--- config.mk ---
export PLATFORM = sky130hd
export DESIGN_NAME = ffail_log
export DESIGN_NICKNAME = d
export VERILOG_FILES = /design/src/rtl/ffl_pkg.sv /design/src/rtl/ffl_compare.sv /design/src/rtl/ffl_memmap.sv /design/src/rtl/ffl_capture.sv /design/src/rtl/ffl_failout.sv /design/src/rtl/ffail_log.sv
export SDC_FILE = /design/constraint.sdc
export NUM_CORES = 1
export LEC_CHECK = 0
export ABC_AREA = 0
export BUFFER_PORTS_ARGS = -buffer_cell sky130_fd_sc_hd__buf_2
export CAP_MARGIN = 10
export CORE_AREA = 5 5 130 132
export DETAILED_ROUTE_END_ITERATION = 8
export DIE_AREA = 0 0 135 137
export GPL_TIMING_DRIVEN = 0
export MAX_ROUTING_LAYER = met4
export PLACE_DENSITY = 0.73
export SYNTH_ARGS = -nofsm -noshare
export SYNTH_HDL_FRONTEND = slang
export SYNTH_SLANG_ARGS = --single-unit
export TNS_END_PERCENT = 10
--- constraint.sdc ---
create_clock -name clk -period 7.25 [get_ports clk]
set_clock_uncertainty 0.2 [all_clocks]
set_input_delay 1.8125 -clock clk [delete_from_list [all_inputs] [get_ports clk]]
set_output_delay 1.8125 -clock clk [all_outputs]
set_load 0.02 [all_outputs]
--- src/rtl/ffl_pkg.sv ---
// Shared types for the first-failure datalog unit.
package ffl_pkg;
    // Fail reporting mode held in the mode bit.
    typedef enum logic {
        FM_STICKY   = 1'b0,
        FM_REALTIME = 1'b1
    } fail_mode_e;
endpackage

--- src/rtl/ffl_compare.sv ---
// Masked read comparison. Assumes bit_mask is 1 for compared positions.
// Purely combinational; produces the difference word, the miscompare
// strobe and the read-half indication for the current compare.
module ffl_compare #(
    parameter int DATA_W = 65,
    parameter int HALF_W = 32
) (
    input  logic              cmp_valid,
    input  logic [DATA_W-1:0] rd_data,
    input  logic [DATA_W-1:0] exp_data,
    input  logic [DATA_W-1:0] bit_mask,
    output logic [DATA_W-1:0] diff,
    output logic              miss,
    output logic              hi_half
);
    // Difference restricted to compared bits, and its summary flags.
    always_comb begin
        diff    = (rd_data ^ exp_data) & bit_mask;
        miss    = cmp_valid && (|diff);
        hi_half = ~(|diff[HALF_W-1:0]);
    end
endmodule

--- src/rtl/ffl_memmap.sv ---
// Per-memory failure bitmap. Assumes idx names the memory under test.
// Bits only ever set until clear; the paired memories share failures
// when pair_en is high.
module ffl_memmap #(
    parameter int NUM_MEM = 8,
    parameter int PAIR_LO = 3,
    parameter int PAIR_HI = 4,
    localparam int IDX_W  = $clog2(NUM_MEM)
) (
    input  logic               clk,
    input  logic               rst_n,
    input  logic               clr,
    input  logic               miss,
    input  logic [IDX_W-1:0]   idx,
    input  logic               pair_en,
    output logic [NUM_MEM-1:0] map
);
    logic in_pair;

    // The failing memory belongs to the parallel-tested pair.
    always_comb begin
        in_pair = pair_en && ((idx == IDX_W'(PAIR_LO)) || (idx == IDX_W'(PAIR_HI)));
    end

    for (genvar i = 0; i < NUM_MEM; i++) begin : g_bit
        logic hit;
        logic bit_q;

        // This bit is hit directly or through the pair rule.
        always_comb begin
            hit = (idx == IDX_W'(i)) || (in_pair && ((i == PAIR_LO) || (i == PAIR_HI)));
        end

        // Accumulate failures for memory i.
        always_ff @(posedge clk) begin
            if (!rst_n || clr) bit_q <= 1'b0;
            else if (miss && hit) bit_q <= 1'b1;
        end

        assign map[i] = bit_q;
    end
endmodule

--- src/rtl/ffl_capture.sv ---
// First-failure detail capture. Assumes miss is the masked miscompare
// strobe. Loads the detail fields once and holds them until clear.
module ffl_capture #(
    parameter int DATA_W = 65,
    parameter int ADDR_W = 17,
    parameter int PASS_W = 4,
    parameter int PAT_W  = 6,
    parameter int SEED_W = 4
) (
    input  logic              clk,
    input  logic              rst_n,
    input  logic              clr,
    input  logic              miss,
    input  logic [DATA_W-1:0] diff,
    input  logic              hi_half,
    input  logic [ADDR_W-1:0] addr,
    input  logic [PASS_W-1:0] pass_no,
    input  logic [PAT_W-1:0]  pat,
    input  logic [SEED_W-1:0] seed,
    output logic              captured,
    output logic [ADDR_W-1:0] log_addr,
    output logic [DATA_W-1:0] log_bits,
    output logic [SEED_W-1:0] log_seed,
    output logic [PASS_W-1:0] log_pass,
    output logic [PAT_W-1:0]  log_pattern,
    output logic              log_half
);
    logic load;

    // Load only on the first miscompare after reset or clear.
    always_comb begin
        load = miss && !captured;
    end

    // Capture flag: set at first failure, cleared by reset or clear.
    always_ff @(posedge clk) begin
        if (!rst_n || clr) captured <= 1'b0;
        else if (load)     captured <= 1'b1;
    end

    // Detail fields frozen at the first failure.
    always_ff @(posedge clk) begin
        if (!rst_n || clr) begin
            log_addr    <= '0;
            log_bits    <= '0;
            log_seed    <= '0;
            log_pass    <= '0;
            log_pattern <= '0;
            log_half    <= 1'b0;
        end else if (load) begin
            log_addr    <= addr;
            log_bits    <= diff;
            log_seed    <= seed;
            log_pass    <= pass_no;
            log_pattern <= pat;
            log_half    <= hi_half;
        end
    end
endmodule

--- src/rtl/ffl_failout.sv ---
// Fail flag generation. Holds the fail-mode bit (sticky after reset)
// and drives fail either sticky or per miscompare cycle.
module ffl_failout
    import ffl_pkg::*;
(
    input  logic clk,
    input  logic rst_n,
    input  logic clr,
    input  logic mode_wr,
    input  logic mode_rt,
    input  logic miss,
    output fail_mode_e mode,
    output logic fail
);
    // Fail-mode bit, loaded by mode_wr.
    always_ff @(posedge clk) begin
        if (!rst_n)       mode <= FM_STICKY;
        else if (mode_wr) mode <= fail_mode_e'(mode_rt);
    end

    // Fail flag per the current mode.
    always_ff @(posedge clk) begin
        if (!rst_n || clr)           fail <= 1'b0;
        else if (mode == FM_REALTIME) fail <= miss;
        else                          fail <= fail | miss;
    end
endmodule

--- src/rtl/ffail_log.sv ---
// First-failure datalog capture unit (top). Assumes the test engine
// presents one comparison per cycle with cmp_valid and holds the
// address, pass, pattern and seed of that compare in the same cycle.
module ffail_log
    import ffl_pkg::*;
#(
    parameter int DATA_W  = 65,
    parameter int HALF_W  = 32,
    parameter int ADDR_W  = 17,
    parameter int NUM_MEM = 8,
    parameter int PASS_W  = 4,
    parameter int PAT_W   = 6,
    parameter int SEED_W  = 4,
    parameter int PAIR_LO = 3,
    parameter int PAIR_HI = 4,
    localparam int IDX_W  = $clog2(NUM_MEM)
) (
    input  logic               clk,
    input  logic               rst_n,
    input  logic               clr,
    input  logic               mode_wr,
    input  logic               mode_rt,
    input  logic               pair_en,
    input  logic               cmp_valid,
    input  logic [DATA_W-1:0]  rd_data,
    input  logic [DATA_W-1:0]  exp_data,
    input  logic [DATA_W-1:0]  bit_mask,
    input  logic [ADDR_W-1:0]  fail_addr,
    input  logic [IDX_W-1:0]   mem_idx,
    input  logic [PASS_W-1:0]  alg_pass,
    input  logic [PAT_W-1:0]   pattern,
    input  logic [SEED_W-1:0]  seed,
    output logic               fail,
    output logic [NUM_MEM-1:0] fail_map,
    output logic [ADDR_W-1:0]  log_addr,
    output logic [DATA_W-1:0]  log_bits,
    output logic [SEED_W-1:0]  log_seed,
    output logic [PASS_W-1:0]  log_pass,
    output logic [PAT_W-1:0]   log_pattern,
    output logic               log_half
);
    logic [DATA_W-1:0] diff_w;
    logic              miss_w;
    logic              hi_w;
    logic              cap_w;
    fail_mode_e        mode_w;

    ffl_compare #(.DATA_W(DATA_W), .HALF_W(HALF_W)) u_cmp (
        .cmp_valid (cmp_valid),
        .rd_data   (rd_data),
        .exp_data  (exp_data),
        .bit_mask  (bit_mask),
        .diff      (diff_w),
        .miss      (miss_w),
        .hi_half   (hi_w)
    );

    ffl_memmap #(.NUM_MEM(NUM_MEM), .PAIR_LO(PAIR_LO), .PAIR_HI(PAIR_HI)) u_map (
        .clk     (clk),
        .rst_n   (rst_n),
        .clr     (clr),
        .miss    (miss_w),
        .idx     (mem_idx),
        .pair_en (pair_en),
        .map     (fail_map)
    );

    ffl_capture #(
        .DATA_W(DATA_W), .ADDR_W(ADDR_W), .PASS_W(PASS_W),
        .PAT_W(PAT_W), .SEED_W(SEED_W)
    ) u_cap (
        .clk         (clk),
        .rst_n       (rst_n),
        .clr         (clr),
        .miss        (miss_w),
        .diff        (diff_w),
        .hi_half     (hi_w),
        .addr        (fail_addr),
        .pass_no     (alg_pass),
        .pat         (pattern),
        .seed        (seed),
        .captured    (cap_w),
        .log_addr    (log_addr),
        .log_bits    (log_bits),
        .log_seed    (log_seed),
        .log_pass    (log_pass),
        .log_pattern (log_pattern),
        .log_half    (log_half)
    );

    ffl_failout u_fail (
        .clk     (clk),
        .rst_n   (rst_n),
        .clr     (clr),
        .mode_wr (mode_wr),
        .mode_rt (mode_rt),
        .miss    (miss_w),
        .mode    (mode_w),
        .fail    (fail)
    );
endmodule

==> reports/qor.txt, run 1 <==
Max-slew headroom - 47.1%
Synth unique cells - 29
# nets final - 1329
Htree depth - 3
RSZ-0062 raised after global routing - false
P&R area growth vs syn - 37.4%
Crit end category - register
Drt via density - 5.56
Total die area - 18500 um^2
Final hold vios - 0
Vias - 7305
Slew @ Worst Pin - 793 ps
Post-route DRC - 0
Hold_ws - 267 ps
Hold buffer count at cts - 0
Period utilization - 58.3%
Placer Congestion - 0.851
Power density over the cells - 170 nW/um^2
Core Box Area - 15600 um^2
Cells after synthesis - 741
Clock transition at the registers of the reported paths - 70 ps
Die width - 135 um
Critical path required time - 7340 ps
Status - finished clean
Max incr delay on CP - 460 ps
Largest net degree at the start of global routing - 17
Routed Antenna Nets - 0
Pleak - 3.58 nW
Rows - 46
CTS sink count - 108
Min Tclk post-route - 4230 ps
Layout Utilization - 53.8%
Critical setup path kind - in2reg
Final worst setup slack - 3030 ps
CTS root buffer - clkbuf_16
Area of the multi-input gates - 3630 um^2
Sequential element share of the synthesized area - 35.4%
Die Ht - 137 um
Cell area after synthesis - 6110 um^2
Drt total wl - 24700 um
Critical-path maximum fanout - 10
Drt pass-1 iters - 8
Initial core utilization - 39.1%
CTS tree - yes
Max Clock Freq - 237 MHz
Synth warn - 0
WL per Instance - 18.8 um
Data arrival time of the worst path - 4310 ps
Vias in the first global route - 7135
Pre-CTS setup slack - 2570 ps
Syn_nets - 977
Num CTS Buffers - 9
Initial antenna violation count - 1
Filler cells - 1527
Ports - 342
Starting DRT DRC Count - 468
Final Setup Violations - 0
Sequence of cells on the critical path - buf_2 > xor2_1 > a22oi_1 > nand4_1 > nor4_4 > nand2_1 > clkbuf_1 > buf_2 > o211ai_2
Resized Gates After CTS - 0
GRT Util Overall - 26.5%
Global-route wire length before repair - 37300 um
Hpwl dp - 19700 um
Critical path's slowest cell - a22oi_1
FF+latch area - 2160 um^2
Overflow after GRT - 0
Most used cell, CP - buf_2
Clk Latency, worst-skew pair - 360 ps
Power Total - 0.00143 W
Post-CTS setup buffers - 0
Max Slew Vio Count - 0
Max Cap Viol - 0
Clock tree buffer depth - 2
Layout cell share with drive strength beyond 1 - 36.3%
Synthesized area per cell - 8.24 um^2
I/O Buffers - 341
Maximum vdd drop - 0.000132 V
Nature of the critical path startpoint - input pin
Synthesized flop and latch total - 108
Setup tns final - 0 ps
Worst hold path type - reg2reg
-- cell type report --
type,instances,share of cell area (%)
diodes,1,0.0298
plain buffers,71,3.68
clock buffers,10,2.73
clock inverters,5,0.924
inverters,1,0.0447
multi-input cells,561,43.3
flip-flops and latches,108,25.8
well taps,216,3.22
repair buffers,341,20.3
-- per-stage QoR --
step,cell area (um^2),std cells
5_1_grt,8390,1314
6_report,8390,1314
3_3_place_gp,8080,1298
3_5_place_dp,8080,1298
2_1_floorplan,6110,741
4_1_cts,8390,1313
-- worst max-delay path: cells and delay by family --
| family | cells | cell delay (ps) |
|---|---|---|
| AND/OR/NAND/NOR | 3 | 880 |
| XOR/XNOR | 1 | 190 |
| AO/OA/AOI/OAI | 2 | 650 |
| buffers and inverters | 3 | 780 |
-- cells by family (layout without fill, tap and decap cells) --
logic type      after synthesis  in the layout  synth area share, %
flops                       108            108                 35.4
xor+xnor                     65             65                 9.32
buf+inv                      72            428                 5.12
other cells                   0              1                    0
compound gates              203            203                 25.7
simple gates                292            292                 24.2
mux                           1              1                0.164
-- cells in the final DEF (no fill, tap or decap) --
master,instances
and3_1,2
bufinv_16,2
clkinv_2,2
nand2_1,70
clkinvlp_4,1
clkbuf_1,53
a32o_1,7
o211ai_1,76
o221a_2,1
dfxtp_1,108
o211ai_2,20
nand2b_1,1
or4_1,2
a22o_1,4
a22oi_1,62
nand4_1,7
xor2_1,65
nor3b_1,2
a31o_2,1
nor2_1,2
buf_1,1
nor4_4,2
buf_2,351
inv_1,1
nor2b_1,6
nand3_2,1
o21ai_0,31
nand3_1,164
mux2i_1,1
clkbuf_16,9
a21oi_1,1
diode_2,1
and2_1,33
buf_4,8
-- flip-flops by register name, indices dropped and copies added, names as in the netlist --
name,count
u_cap.log_bits,65
u_cap.log_addr,17
u_map.g_bit.bit_q,8
u_cap.log_pattern,6
u_cap.log_pass,4
u_cap.log_seed,4
u_cap.captured,1
u_cap.log_half,1
u_fail.fail,1
u_fail.mode,1
-- power by group --
part	leakage [nW]	internal, W	switching, W
Sequential	0.878	0.000614	0.0000160
Combinational	2.56	0.000110	0.000157
Clock	0.148	0.000300	0.000229
-- routing by layer --
layer / vias to the layer above / GRT usage, % / share of wire (%)
li1: 3452 / - / -
met1: 3425 / 30.2 / 38
met2: 374 / 45.5 / 50
met3: 54 / 6.58 / 8.7
met4: 0 / 9.57 / 2.9
met5: - / - / 0
-- worst paths after layout --
| check | slack [ps] | to | depth (start not counted) | startpoint |
|---|---|---|---|---|
| max | 3030 | u_cap.log_bits[24] | 9 | exp_data[47] |
| min | 270 | u_map.g_bit[0].bit_q | 1 | u_map.g_bit[0].bit_q |
| max reg2reg | 4320 | u_cap.log_bits[64] | 6 | u_cap.captured |
| min reg2reg | 270 | u_map.g_bit[0].bit_q | 1 | u_map.g_bit[0].bit_q |
-- cells in the mapped netlist --
| cell type | count | area share [%] |
|---|---|---|
| o211ai_2 | 20 | 4.1 |
| nand2_1 | 70 | 4.3 |
| nor2_1 | 2 | 0.12 |
| xor2_1 | 65 | 9.3 |
| a22oi_1 | 62 | 7.6 |
| o221a_2 | 1 | 0.18 |
| nand3_1 | 164 | 13 |
| nand4_1 | 7 | 0.72 |
| inv_1 | 1 | 0.061 |
| a22o_1 | 4 | 0.57 |
| and3_1 | 2 | 0.20 |
| nand2b_1 | 1 | 0.10 |
| o21ai_0 | 31 | 2.5 |
| buf_4 | 8 | 0.98 |
| a31o_2 | 1 | 0.14 |
| nand3_2 | 1 | 0.16 |
| dfxtp_1 | 108 | 35 |
| and2_1 | 33 | 3.4 |
| nor4_4 | 2 | 0.70 |
| nor2b_1 | 6 | 0.61 |
| mux2i_1 | 1 | 0.16 |
| clkbuf_1 | 52 | 3.2 |
| o211ai_1 | 76 | 9.3 |
| buf_2 | 10 | 0.82 |
| or4_1 | 2 | 0.25 |
| nor3b_1 | 2 | 0.25 |
| a21oi_1 | 1 | 0.082 |
| a32o_1 | 7 | 1.1 |
| buf_1 | 1 | 0.061 |
No activity file was read; power rests on OpenSTA's default activity.
==> inputs of run 2 (changes only) <==
- CORE_AREA: 5 5 130 132 -> 5 5 129 131
- DIE_AREA: 0 0 135 137 -> 0 0 134 136
- PLACE_DENSITY: 0.73 -> 0.76
- clock period: 7.25 -> 3.4 ns (I/O delays scaled with it)
==> run 2 against run 1 <==
Effect of this change:
- routed wire length down 0.61%
- setup slack worse by 2900 ps
- register-to-register slack worse by 3700 ps
- global-route usage down 0.11 points
- largest cell class unchanged
==> reports/qor.txt, run 2 (same netlist as run 1, synthesis figures left out) <==
WP buf/inv - 3
Maximum vdd drop - 0.000220 V
Critical path's slowest cell - nor4_4
Core Box Area - 15500 um^2
Vias - 7288
Post-route DRC - 0
Routed Antenna Nets - 0
Hold Path Origin - u_map.g_bit[4].bit_q
RSZ-0062 raised after global routing - false
Clock Power Share - 37.5%
Data arrival time of the worst path - 3350 ps
Worst Reg-to-Reg Cells - 6
Final hold vios - 0
Clock tree buffer depth - 2
Final Setup Violations - 0
Die width - 134 um
Most used cell, CP - buf_2
Die Ht - 136 um
Vias in the first global route - 6866
Total die area - 18200 um^2
Rows - 46
# nets final - 1329
Clock transition at the registers of the reported paths - 70 ps
Max-slew headroom - 50.6%
Min Tclk post-route - 3270 ps
Area of the multi-input gates - 3640 um^2
Commonest non-fill, non-tap cell in the layout - buf_2
Clk Latency, worst-skew pair - 340 ps
Sequence of cells on the critical path - buf_2 > xor2_1 > a22oi_1 > nand4_1 > nor4_4 > buf_2 > buf_2 > nand3_1 > o211ai_2
Sw Share - 28.4%
P&R area growth vs syn - 37.3%
Nature of the critical path startpoint - input pin
CP delay by family, top - simple AND/OR/NAND/NOR gates
Initial antenna violation count - 3
Crit path launch - exp_data[23]
Largest register by flop count - u_cap.log_bits
Largest registers - u_cap.log_bits x65, u_cap.log_addr x17, u_map.g_bit.bit_q x8
Slew @ Worst Pin - 741 ps
Drt via density - 5.64
Final worst setup slack - 126 ps
Max Slew Vio Count - 0
Layout Utilization - 54.2%
Layout cell share with drive strength beyond 1 - 36.5%
Max Cap Viol - 0
Drt pass-1 iters - 6
Htree depth - 3
Filler cells - 1478
Starting DRT DRC Count - 641
CTS tree - yes
Sw Pwr - 0.000868 W
Seq pwr share - 43.9%
Period utilization - 96.3%
Internal power - 0.00219 W
Max incr delay on CP - 700 ps
RR Startpoint - u_cap.captured
Max reg flops - 65
GRT Util Overall - 26.4%
Critical-path maximum fanout - 10
Pleak - 3.59 nW
I/O Buffers - 341
Global-route wire length before repair - 36900 um
Placer Congestion - 0.858
Num CTS Buffers - 9
WL per Instance - 19.0 um
Worst hold path type - reg2reg
Most frequent cells in the layout - 351 x buf_2, 164 x nand3_1, 108 x dfxtp_1, 76 x o211ai_1, 70 x nand2_1
Crit path depth - 9
Largest net degree at the start of global routing - 18
FF+latch area - 2160 um^2
Crit end category - register
Max Clock Freq - 305 MHz
CTS sink count - 108
Critical setup path kind - in2reg
Power density over the cells - 365 nW/um^2
Combinational fraction of design power - 18.7%
Overflow after GRT - 0
Hold_ws - 271 ps
Ports - 342
Drt total wl - 24600 um
Hold Path Depth - 1
Status - finished clean
Initial core utilization - 39.4%
Pre-CTS setup slack - -325 ps
Critical path required time - 3470 ps
Setup tns final - 0 ps
Hpwl dp - 19500 um
CTS root buffer - clkbuf_16
run 2: what timing repair did:
action / 4_1_cts / 5_1_grt
resized for setup: 0 / 2
endpoints found under the setup margin: 0 / 47
endpoints found under the hold margin: 0 / 0
buffers inserted: 0 / 0
hold buffers: 0 / 0
run 2: worst register-to-register path: stages, from the launching register on:
cell	delay, ps
dfxtp_1	310
nand2b_1	210
nor3b_2	440
clkbuf_1	510
clkbuf_1	610
nand3_1	270
o211ai_1	130
run 2: layout make-up:
cell class	instances	area share, %
flip-flops and latches	108	25.8
repair buffers	341	20.4
multi-input cells	561	43.4
inverters	1	0.0448
well taps	192	2.86
clock buffers	10	2.73
clock inverters	6	1.03
diodes	3	0.0895
plain buffers	71	3.69
run 2: worst paths after layout:
check	end	slack [ps]
hold / removal	u_map.g_bit[4].bit_q	270
hold reg to reg	u_map.g_bit[4].bit_q	270
setup / recovery	u_cap.log_bits[29]	130
setup reg to reg	u_cap.log_bits[64]	650
run 2: metrics by stage:
step	power, W	area [um^2]	cells
after floorplan	0.00164	6110	741
after global placement	0.00193	8050	1274
after detailed placement	0.00194	8050	1274
after CTS	0.00307	8370	1290
after global routing	0.00318	8390	1293
final	0.00306	8390	1293
run 2: per-layer routing:
| metal | GRT usage (%) | vias up | part of all wire (%) |
|---|---|---|---|
| met2 | 44.4 | 393 | 50 |
| met1 | 31.3 | 3391 | 39 |
| met3 | 5.74 | 38 | 8.8 |
| li1 | - | 3466 | - |
| met5 | - | - | 0 |
| met4 | 9.60 | 0 | 2.3 |
run 2: power groups by stage:
stage / Sequential, W / Combinational [W] / Clock, W
floorplan: 0.00142 / 0.000226 / 0
global placement: 0.00137 / 0.000563 / 0
detailed placement: 0.00137 / 0.000568 / 0
CTS: 0.00134 / 0.000570 / 0.00116
global route: 0.00135 / 0.000622 / 0.00121
finish: 0.00134 / 0.000572 / 0.00115
==> inputs of run 3 (changes only) <==
- clock period: 3.4 -> 2.8 ns (I/O delays scaled with it)
==> run 3 against run 2 <==
Effect of this change:
- routed wire length increased by 1.0%
- largest cell class unchanged
- highest routed layer unchanged
- count of clock-buffer cells in the layout is the same
- critical path depth grew 1
- first-iteration DRC count decreased by 0.47%
- clock power rose by 22%
- sequential share of layout area fell by 0.22 points
- setup slack worse by 24 ps
- cell area grew 0.85%
- core utilization grew 0.46 points
- register-to-register slack worse by 370 ps
- critical endpoint is now u_cap.log_addr[2]
==> reports/qor.txt, run 3 (same netlist as run 1, synthesis figures left out) <==
Hpwl dp - 19500 um
# nets final - 1334
Cells after DPL - 1274
Placer Congestion - 0.858
Max reg flops - 65
Seq pwr share - 43.7%
Most frequent cells in the layout - 351 x buf_2, 164 x nand3_1, 108 x dfxtp_1, 76 x o211ai_1, 69 x nand2_1
Commonest non-fill, non-tap cell in the layout - buf_2
Critical path required time - 2820 ps
Num CTS Buffers - 9
Final Non-Filler Cells - 1298
GRT Util Overall - 26.5%
Ports - 342
Metal-1 WL - 9820 um
Max Slew Vio Count - 0
CTS tree - yes
Clock Power Share - 37.5%
Starting DRT DRC Count - 638
Die Ht - 136 um
Final Setup Violations - 0
Power density over the cells - 441 nW/um^2
Top sig layer - met4
Initial core utilization - 39.4%
Combinational fraction of design power - 18.9%
Drt total wl - 24800 um
Max-slew headroom - 56.8%
I/O Buffers - 341
Maximum vdd drop - 0.000266 V
Vias in the first global route - 6898
RSZ-0062 raised after global routing - true
Period utilization - 96.4%
WL per Instance - 19.1 um
Worst hold path type - reg2reg
Sw Share - 28.5%
Critical-path maximum fanout - 10
Internal power - 0.00267 W
P&R area growth vs syn - 38.5%
Total die area - 18200 um^2
Status - finished clean
Critical setup path kind - in2reg
Htree depth - 3
Global-route wire length before repair - 37000 um
Routed wl met3 - 2050 um
Max Clock Freq - 371 MHz
Nature of the critical path startpoint - input pin
Min Tclk post-route - 2700 ps
Data arrival time of the worst path - 2720 ps
Slew @ Worst Pin - 648 ps
Pleak - 3.65 nW
Met2 routed WL - 12300 um
Crit end category - register
Largest registers - u_cap.log_bits x65, u_cap.log_addr x17, u_map.g_bit.bit_q x8
Routed Antenna Nets - 0
Largest net degree at the start of global routing - 18
Overflow after GRT - 0
Sw Pwr - 0.00106 W
CTS root buffer - clkbuf_16
Die width - 134 um
Drt via density - 5.65
Hold_ws - 272 ps
Vias - 7332
Clock transition at the registers of the reported paths - 70 ps
Clk Latency, worst-skew pair - 340 ps
Rows - 46
Largest register by flop count - u_cap.log_bits
Clock tree buffer depth - 2
Core Box Area - 15500 um^2
Hold buffer count at cts - 0
Layout cell share with drive strength beyond 1 - 38.3%
Drt pass-1 iters - 7
Initial antenna violation count - 3
Final hold vios - 0
CTS sink count - 108
Post-route DRC - 0
Max Cap Viol - 0
[run 3: changes by cell type in the layout (fill, tap and decap cells not counted), sizes merged]
cell | before | now
buf | 360 | 366
clkbuf | 62 | 61
[run 3: timing repair]
item	CTS	global route
pin swaps	2	6
endpoints found under the setup margin	106	78
gates resized for setup	14	9
buffers inserted	2	3
[run 3: layout make-up]
cell class                 instances  area (um^2)
fill                            1476         7030
multi-input combinational        561         3660
sequential                       108         2160
timing repair buffer             346         1740
buffer                            71          327
tap                              192          240
clock buffer                      10          229
clock inverter                     6         86.3
antenna                            3         7.51
inverter                           1         3.75
[run 3: per-layer routing]
| layer | vias up | track usage, % |
|---|---|---|
| li1 | 3478 | - |
| met1 | 3438 | 31.3 |
| met2 | 373 | 44.6 |
| met3 | 43 | 5.74 |
| met4 | 0 | 9.60 |
| met5 | - | - |
[run 3: path summary, 6_finish.rpt]
kind,start,to,slack (ps),cells past startpoint
max,exp_data[25],u_cap.log_addr[2],100,10
min,u_map.g_bit[4].bit_q,u_map.g_bit[4].bit_q,270,1
max reg2reg,u_cap.captured,u_cap.log_bits[29],280,7
min reg2reg,u_map.g_bit[4].bit_q,u_map.g_bit[4].bit_q,270,1
[run 3: worst max-delay path, stage by stage]
cell	delay, ps
buf_2	110
xor2_1	170
a22oi_1	220
nand4_1	110
buf_4	170
or4_1	530
clkbuf_1	190
buf_2	220
a22oi_1	190
o211ai_1	110
[run 3: per-stage QoR]
stage	cell area, um^2	worst slack [ps]	setup TNS, ps	power [W]	util (%)
global placement	8050	-720	-63830	0.00235	52.0
detailed placement	8050	-775	-66190	0.00235	52.0
finish	8460	102	0	0.00373	54.6
global route	8460	-29.5	-78.1	0.00387	54.6
floorplan	6110	219	0	0.00200	-
CTS	8410	0.927	0	0.00374	54.3
[run 3: power by group through the flow]
stage                     logic [W]  registers (W)  clock network [W]
after floorplan            0.000274        0.00172                  0
after global placement     0.000684        0.00166                  0
after detailed placement   0.000689        0.00166                  0
after CTS                  0.000698        0.00163            0.00141
after global routing       0.000763        0.00164            0.00147
final                      0.000704        0.00163            0.00140
